--- src/rtl/pio_pkg.sv ---
// Shared constants and helpers for the port bank.
// Assumes six states of two phases per machine cycle.
package pio_pkg;
    localparam int unsigned STATES_PER_CYCLE = 6;
    localparam int unsigned PHASES_PER_STATE = 2;

    // Ports whose latches come out of reset as all ones.
    function automatic logic resets_high(input int unsigned port_no);
        return (port_no == 0) || (port_no == 3);
    endfunction
endpackage

--- src/rtl/pio_phase_seq.sv ---
// Phase sequencer: counts phases within a machine cycle and flags Phase 1.
// Assumes one clk edge per phase; reset parks it on the first phase.
module pio_phase_seq #(
    parameter int unsigned STATES = 6,
    parameter int unsigned PHASES = 2,
    localparam int unsigned TOTAL = STATES * PHASES,
    localparam int unsigned CNT_W = $clog2(TOTAL)
) (
    input  logic             clk,
    input  logic             rst_n,
    output logic [CNT_W-1:0] phase_idx,
    output logic             first_phase
);
    // Advance the phase index and wrap at the end of the machine cycle.
    always_ff @(posedge clk) begin
        if (!rst_n)
            phase_idx <= '0;
        else if (phase_idx == CNT_W'(TOTAL - 1))
            phase_idx <= '0;
        else
            phase_idx <= phase_idx + 1'b1;
    end

    // Phase 1 is the first phase of every state.
    always_comb first_phase = ((32'(phase_idx) % PHASES) == 0);
endmodule

--- src/rtl/pio_sync.sv ---
// Two-stage synchronizer for the raw pad levels.
// Assumes pad levels are asynchronous to clk; adds two edges of delay.
module pio_sync #(
    parameter int unsigned WIDTH = 8
) (
    input  logic             clk,
    input  logic             rst_n,
    input  logic [WIDTH-1:0] d_async,
    output logic [WIDTH-1:0] q_sync
);
    logic [WIDTH-1:0] stage1;

    // Shift the pad levels through two flops.
    always_ff @(posedge clk) begin
        if (!rst_n) begin
            stage1 <= '1;
            q_sync <= '1;
        end else begin
            stage1 <= d_async;
            q_sync <= stage1;
        end
    end
endmodule

--- src/rtl/pio_pin_drv.sv ---
// Per-port driver stage: samples the latch in Phase 1, holds it in Phase 2,
// and decodes pull-down / strong pull-up / weak pull-up enables.
// OPEN_DRAIN=1 builds the port that also carries the external bus.
module pio_pin_drv #(
    parameter int unsigned W          = 8,
    parameter bit          OPEN_DRAIN = 1'b0,
    parameter bit          RST_ONES   = 1'b0
) (
    input  logic         clk,
    input  logic         rst_n,
    input  logic         first_phase,
    input  logic [W-1:0] latch_q,
    input  logic [W-1:0] alt_val,
    input  logic         bus_en,
    input  logic [W-1:0] bus_val,
    output logic [W-1:0] smp_val,
    output logic [W-1:0] pd,
    output logic [W-1:0] spu,
    output logic [W-1:0] wpu
);
    localparam logic [W-1:0] RST_VAL = RST_ONES ? '1 : '0;

    logic [W-1:0] held_q;

    // Capture the latch at the end of each Phase 1 for use in Phase 2.
    always_ff @(posedge clk) begin
        if (!rst_n)
            held_q <= RST_VAL;
        else if (first_phase)
            held_q <= latch_q;
    end

    // Transparent in Phase 1, holding in Phase 2.
    always_comb smp_val = first_phase ? latch_q : held_q;

    generate
        if (OPEN_DRAIN) begin : g_open_drain
            logic [W-1:0] unused_alt;
            assign unused_alt = alt_val;

            // Bus access drives both ways; otherwise only the pull-down is used.
            always_comb begin
                if (bus_en) begin
                    pd  = ~bus_val;
                    spu = bus_val;
                end else begin
                    pd  = ~smp_val;
                    spu = '0;
                end
                wpu = '0;
            end
        end else begin : g_quasi
            logic [W-1:0] eff;
            logic [W-1:0] prev_q;
            logic [W-1:0] boost_q;
            logic         unused_bus;
            assign unused_bus = bus_en ^ (^bus_val);

            // A latch 1 yields to the alternate output function.
            always_comb eff = smp_val & alt_val;

            // Remember the last driven value and extend a rise for one more phase.
            always_ff @(posedge clk) begin
                if (!rst_n) begin
                    prev_q  <= '1;
                    boost_q <= '0;
                end else begin
                    prev_q  <= eff;
                    boost_q <= eff & ~prev_q;
                end
            end

            // Decode the three driver enables from the driven value.
            always_comb begin
                pd  = ~eff;
                wpu = eff;
                spu = eff & (~prev_q | boost_q);
            end
        end
    endgenerate
endmodule

--- src/rtl/pio_port_bank.sv ---
// Bank of port latches with phase-sampled pad drivers and synchronized reads.
// Port 0 is open drain and carries the external address/data bus; the other
// ports are quasi-bidirectional. All flat buses place port p at bits p*W.
module pio_port_bank #(
    parameter int unsigned NP = 6,
    parameter int unsigned W  = 8,
    localparam int unsigned PW    = $clog2(NP),
    localparam int unsigned FW    = NP * W,
    localparam int unsigned CNT_W = $clog2(pio_pkg::STATES_PER_CYCLE * pio_pkg::PHASES_PER_STATE)
) (
    input  logic          clk,
    input  logic          rst_n,
    input  logic          wr_en,
    input  logic [PW-1:0] wr_port,
    input  logic [W-1:0]  wr_data,
    input  logic [PW-1:0] rd_port,
    input  logic          rd_latch,
    output logic [W-1:0]  rd_data,
    input  logic [FW-1:0] alt_out,
    output logic [FW-1:0] alt_in,
    input  logic          ext_bus_en,
    input  logic [W-1:0]  ext_ad_out,
    input  logic [FW-1:0] pad_in,
    output logic [FW-1:0] pd_en,
    output logic [FW-1:0] spu_en,
    output logic [FW-1:0] wpu_en
);
    logic [CNT_W-1:0] phase_idx;
    logic             first_phase;
    logic [FW-1:0]    latch_flat;
    logic [FW-1:0]    drv_flat;
    logic [FW-1:0]    pin_sync;

    pio_phase_seq #(
        .STATES(pio_pkg::STATES_PER_CYCLE),
        .PHASES(pio_pkg::PHASES_PER_STATE)
    ) u_seq (
        .clk        (clk),
        .rst_n      (rst_n),
        .phase_idx  (phase_idx),
        .first_phase(first_phase)
    );

    pio_sync #(.WIDTH(FW)) u_sync (
        .clk    (clk),
        .rst_n  (rst_n),
        .d_async(pad_in),
        .q_sync (pin_sync)
    );

    always_comb alt_in = pin_sync;

    generate
        for (genvar p = 0; p < NP; p++) begin : g_port
            localparam bit IS_BUS  = (p == 0);
            localparam bit HI_RST  = pio_pkg::resets_high(p);

            // Port latch: reset value, bus fill on port 0, then core writes.
            always_ff @(posedge clk) begin
                if (!rst_n)
                    latch_flat[p*W +: W] <= HI_RST ? '1 : '0;
                else if (IS_BUS && ext_bus_en)
                    latch_flat[p*W +: W] <= '1;
                else if (wr_en && (wr_port == PW'(p)))
                    latch_flat[p*W +: W] <= wr_data;
            end

            pio_pin_drv #(
                .W         (W),
                .OPEN_DRAIN(IS_BUS),
                .RST_ONES  (HI_RST)
            ) u_drv (
                .clk        (clk),
                .rst_n      (rst_n),
                .first_phase(first_phase),
                .latch_q    (latch_flat[p*W +: W]),
                .alt_val    (alt_out[p*W +: W]),
                .bus_en     (ext_bus_en),
                .bus_val    (ext_ad_out),
                .smp_val    (drv_flat[p*W +: W]),
                .pd         (pd_en[p*W +: W]),
                .spu        (spu_en[p*W +: W]),
                .wpu        (wpu_en[p*W +: W])
            );
        end
    endgenerate

    // Read mux: latch for read-modify-write, synchronized pins otherwise.
    always_comb begin
        rd_data = '0;
        for (int p = 0; p < NP; p++) begin
            if (rd_port == PW'(p))
                rd_data = rd_latch ? latch_flat[p*W +: W] : pin_sync[p*W +: W];
        end
    end
endmodule

--- config.mk ---
export PLATFORM = sky130hd
export DESIGN_NAME = pio_port_bank
export DESIGN_NICKNAME = d
export VERILOG_FILES = /design/src/rtl/pio_pkg.sv /design/src/rtl/pio_phase_seq.sv /design/src/rtl/pio_sync.sv /design/src/rtl/pio_pin_drv.sv /design/src/rtl/pio_port_bank.sv
export SDC_FILE = /design/constraint.sdc
export NUM_CORES = 1
export LEC_CHECK = 0
export BUFFER_PORTS_ARGS = -buffer_cell sky130_fd_sc_hd__buf_2
export CELL_PAD_IN_SITES_DETAIL_PLACEMENT = 1
export CELL_PAD_IN_SITES_GLOBAL_PLACEMENT = 1
export CORE_ASPECT_RATIO = 0.5
export CORE_UTILIZATION = 35
export DETAILED_ROUTE_END_ITERATION = 10
export PLACE_DENSITY_LB_ADDON = 0.05
export SYNTH_ARGS = -nofsm -noshare
export SYNTH_HDL_FRONTEND = slang
export SYNTH_SLANG_ARGS = --single-unit
--- constraint.sdc ---
create_clock -name clk -period 2.26 [get_ports clk]
set_input_delay 0.565 -clock clk [delete_from_list [all_inputs] [get_ports clk]]
set_output_delay 0.565 -clock clk [all_outputs]
set_load 0.1 [all_outputs]
==> results.toml <==
[sta]
slew_headroom_pct = 65.3
finalCritPeriodShare_pct = 113
tns_ns = -31.31
hold_viol = 0
fmax_mhz = 391
fin_worst_skew_ns = 0.0284
setup_viol = 136
worst_slew_pin_slew_ns = 0.518
slew_viol_final = 0
holdWs_ns = 0.206
setup_ws_ns = -0.300
rsz0062_at_grt = "true"
fin_crit_ns = 2.56

[drt]
final_antenna_net_count = 0
via_per_inst = 4.83
drtIter0Drc = 577
vias = 8896
first_pass_iters = 5
drc_errors = 0
drt_wl_total_um = 37900
wl_per_cell_um = 20.6

[critical_path]
crit_path_end = "spu_en[19]"
start_kind = "flop"
worstPathRequired_ns = 1.69
r2r-start = "u_seq.phase_idx[0]"
worstPathArrival_ns = 1.99
cpPeakStageDelay_ns = 0.36
path_max_fanout = 6
cp-startpoint = "u_seq.phase_idx[0]"
crit_path_end_kind = "primary output"
r2r_cells = 6
cpMaxStageDelayCell = "dfxtp_4"
cpMostUsedCell = "buf_12"
regToRegSetupSlack_ns = 0.72
worstSetupPathType = "reg -> out"
crit_path_cell_trace = "buf_12 > buf_16 > mux2i_1 > buf_4 > nand2b_4 > a21oi_4 > buf_12"
r2r_end = "g_port[3].u_drv.g_quasi.boost_q[6]"

[floorplan]
die-area_um2 = 29600
initial_core_util_pct = 36.1
core_um2 = 28000
die_y_um = 122
ioPinCount = 323
rows = 43
die_w_um = 242

[outcome]
outcome = "finished with violations"
violations = "setup timing"

[power_and_ir_drop]
power.switching_mw = 3.57
pwr-share-comb_pct = 18.7
powerDensity_nw_per_um2 = 715
seqPwrFrac_pct = 41.8
power.share.switching_pct = 28.9
ir_drop_mv = 0.498
p_int_mw = 8.78
p_clk_share_pct = 39.5
p_leak_nw = 7.32

[run]
cap_viol_max_count = 0

[layout]
final_core_util_pct = 61.7
drive_above_1_share_pct = 47.2
syn2layout_area_growth_pct = 71.0
fill_cells = 2900
instances_no_fill = 1840
nNetsFinal = 1563

[place]
dp_hpwl_um = 26100
place_inst = 1747
io_buffer_count = 306
gp_congestion = 0.871

[clock_network]
clk_pin_slew_worst_paths_ns = 0.07
numCtsBuffers = 25
cts_root_buf = "clkbuf_16"
cts.sinks = 276
clkLatencyLatePin_ns = 0.54
clock_path_buffers = 3
cts_tree = "yes"
cts_htree_levels = 1

[global_routing]
grt_pass1_vias = 9058
grt-ovfl-total = 0
antenna_found_initial = 1
grt_max_degree = 82
grt.total_usage_pct = 23.9
grt_pass1_wl_um = 53900

[synth]
ys_ff_latch = 276
synth_cell_types = 41
synth_ff_type = "dfxtp_1"
syn_avg_cell_area_um2 = 9.39
yosysWarnings = 0
synth_edf_count = 0
synth_cells = 1077
yosysSeqAreaShare_pct = 54.6
netlist_area_um2 = 10100
async_flop_share_pct = 0

[worst_hold_path]
hold_path.class = "in -> reg"
-- per-layer routing --
| metal | up-vias | track usage [%] | wire length (um) |
|---|---|---|---|
| met5 | - | 0 | 0 |
| met4 | 0 | 3.88 | 561 |
| met3 | 39 | 4.65 | 2070 |
| met2 | 237 | 40.4 | 18200 |
| met1 | 4423 | 32.3 | 17100 |
| li1 | 4197 | - | - |
-- metrics by stage --
stage	cell area, um2	power (mW)	setup slack, ns
final	17300	12.4	-0.300
after detailed placement	15100	7.34	-0.309
after floorplan	11000	6.61	-0.751
after CTS	16600	12.3	-0.330
after global routing	17300	12.7	-0.352
after global placement	15100	7.29	-0.253
-- state kept, by name, indices dropped and copies added (netlist names) --
signal                        count
g_port.u_drv.g_quasi.boost_q     40
g_port.u_drv.g_quasi.prev_q      40
g_port.u_drv.held_q              48
latch_flat                       48
u_seq.phase_idx                   4
u_sync.q_sync                    48
u_sync.stage1                    48
-- synthesized netlist by cell type, types with 2 or more instances --
master,instances,area share (%)
a21oi_1,74,3.7
nand3b_1,4,0.30
buf_4,14,1.0
buf_6,10,1.1
o211ai_1,8,0.59
and3b_1,2,0.17
mux2i_1,88,8.7
o21a_1,7,0.52
nor3_1,40,2.0
buf_1,2,0.074
or2_2,8,0.49
nand2b_1,136,8.4
o21ai_1,7,0.35
nand3_1,18,0.89
and2_1,9,0.56
buf_2,9,0.45
and3_1,2,0.12
buf_8,2,0.30
clkbuf_1,24,0.89
nand2_1,157,5.8
or3b_1,2,0.17
mux2_2,14,1.6
nor2_1,47,1.7
dfxtp_1,276,55
o21ai_0,22,1.1
inv_1,80,3.0
-- how the worst min path moves through the flow --
stage	startpoint	endpoint	cells past startpoint
after global routing	pad_in[44]	u_sync.stage1[44]	2
after detailed placement	u_sync.stage1[34]	u_sync.q_sync[34]	1
after global placement	u_sync.stage1[43]	u_sync.q_sync[43]	1
after floorplan	u_sync.stage1[40]	u_sync.q_sync[40]	1
final	pad_in[24]	u_sync.stage1[24]	2
after CTS	pad_in[11]	u_sync.stage1[11]	2
-- placed cells by master (no fill, tap or decap), types with 33 or more instances in the layout --
cell type	instances
mux2i_1	40
buf_12	149
a21oi_1	33
inv_2	33
nand2b_1	96
nand2b_4	40
inv_1	42
nand2_1	156
nor2_1	40
mux2i_4	46
nor3_1	40
buf_4	66
a21oi_4	40
dfxtp_1	242
buf_2	158
-- area by class of cell --
cell class	count	area [um2]	share of cell area (%)
diodes	1	2.50	0.0145
clock buffers	36	737	4.26
clock inverters	9	199	1.15
inverters	81	320	1.85
multi-input cells	665	5380	31.1
flip-flops and latches	276	5570	32.2
well taps	382	478	2.76
repair buffers	390	4600	26.6
-- kinds of logic (layout without fill, tap and decap cells) --
logic type / count (synthesis) / after routing / share of synthesized area [%]
buffers and inverters: 143 / 516 / 6.92
adders and majority gates: 1 / 1 / 0.124
muxes: 104 / 104 / 10.6
other: 1 / 9 / 0.0371
and+or+nand+nor: 432 / 432 / 21.3
AOI/OAI and AO/OA: 119 / 119 / 6.30
DFF: 276 / 276 / 54.6
xor gates and xnor gates: 1 / 1 / 0.0866
-- repair_timing --
| item | 4_1_cts | 5_1_grt |
|---|---|---|
| gates resized for setup | 129 | 84 |
| hold buffers | 0 | 0 |
| cloned | 2 | 5 |
| pin swaps | 20 | 9 |
| hold endpoints to repair | 0 | 0 |
| buffers inserted | 15 | 26 |
| setup endpoints to repair | 136 | 136 |
-- power groups by stage --
stage          combinational, mW  clock (mW)  sequential, mW
3_5_place_dp                2.08           0            5.26
4_1_cts                     2.19        4.92            5.16
3_3_place_gp                2.04           0            5.25
5_1_grt                     2.39        5.15            5.18
6_report                    2.31        4.88            5.17
2_1_floorplan               1.16           0            5.46
-- critical path: cells and delay by family (launching register included) --
family,cells,cell delay (ns)
multiplexers,1,0.12
flip-flops,1,0.36
AND/OR/NAND/NOR,1,0.18
buffers and inverters,4,0.65
AO/OA/AOI/OAI,1,0.15
Note: power is estimated with default switching activity, not from simulation.
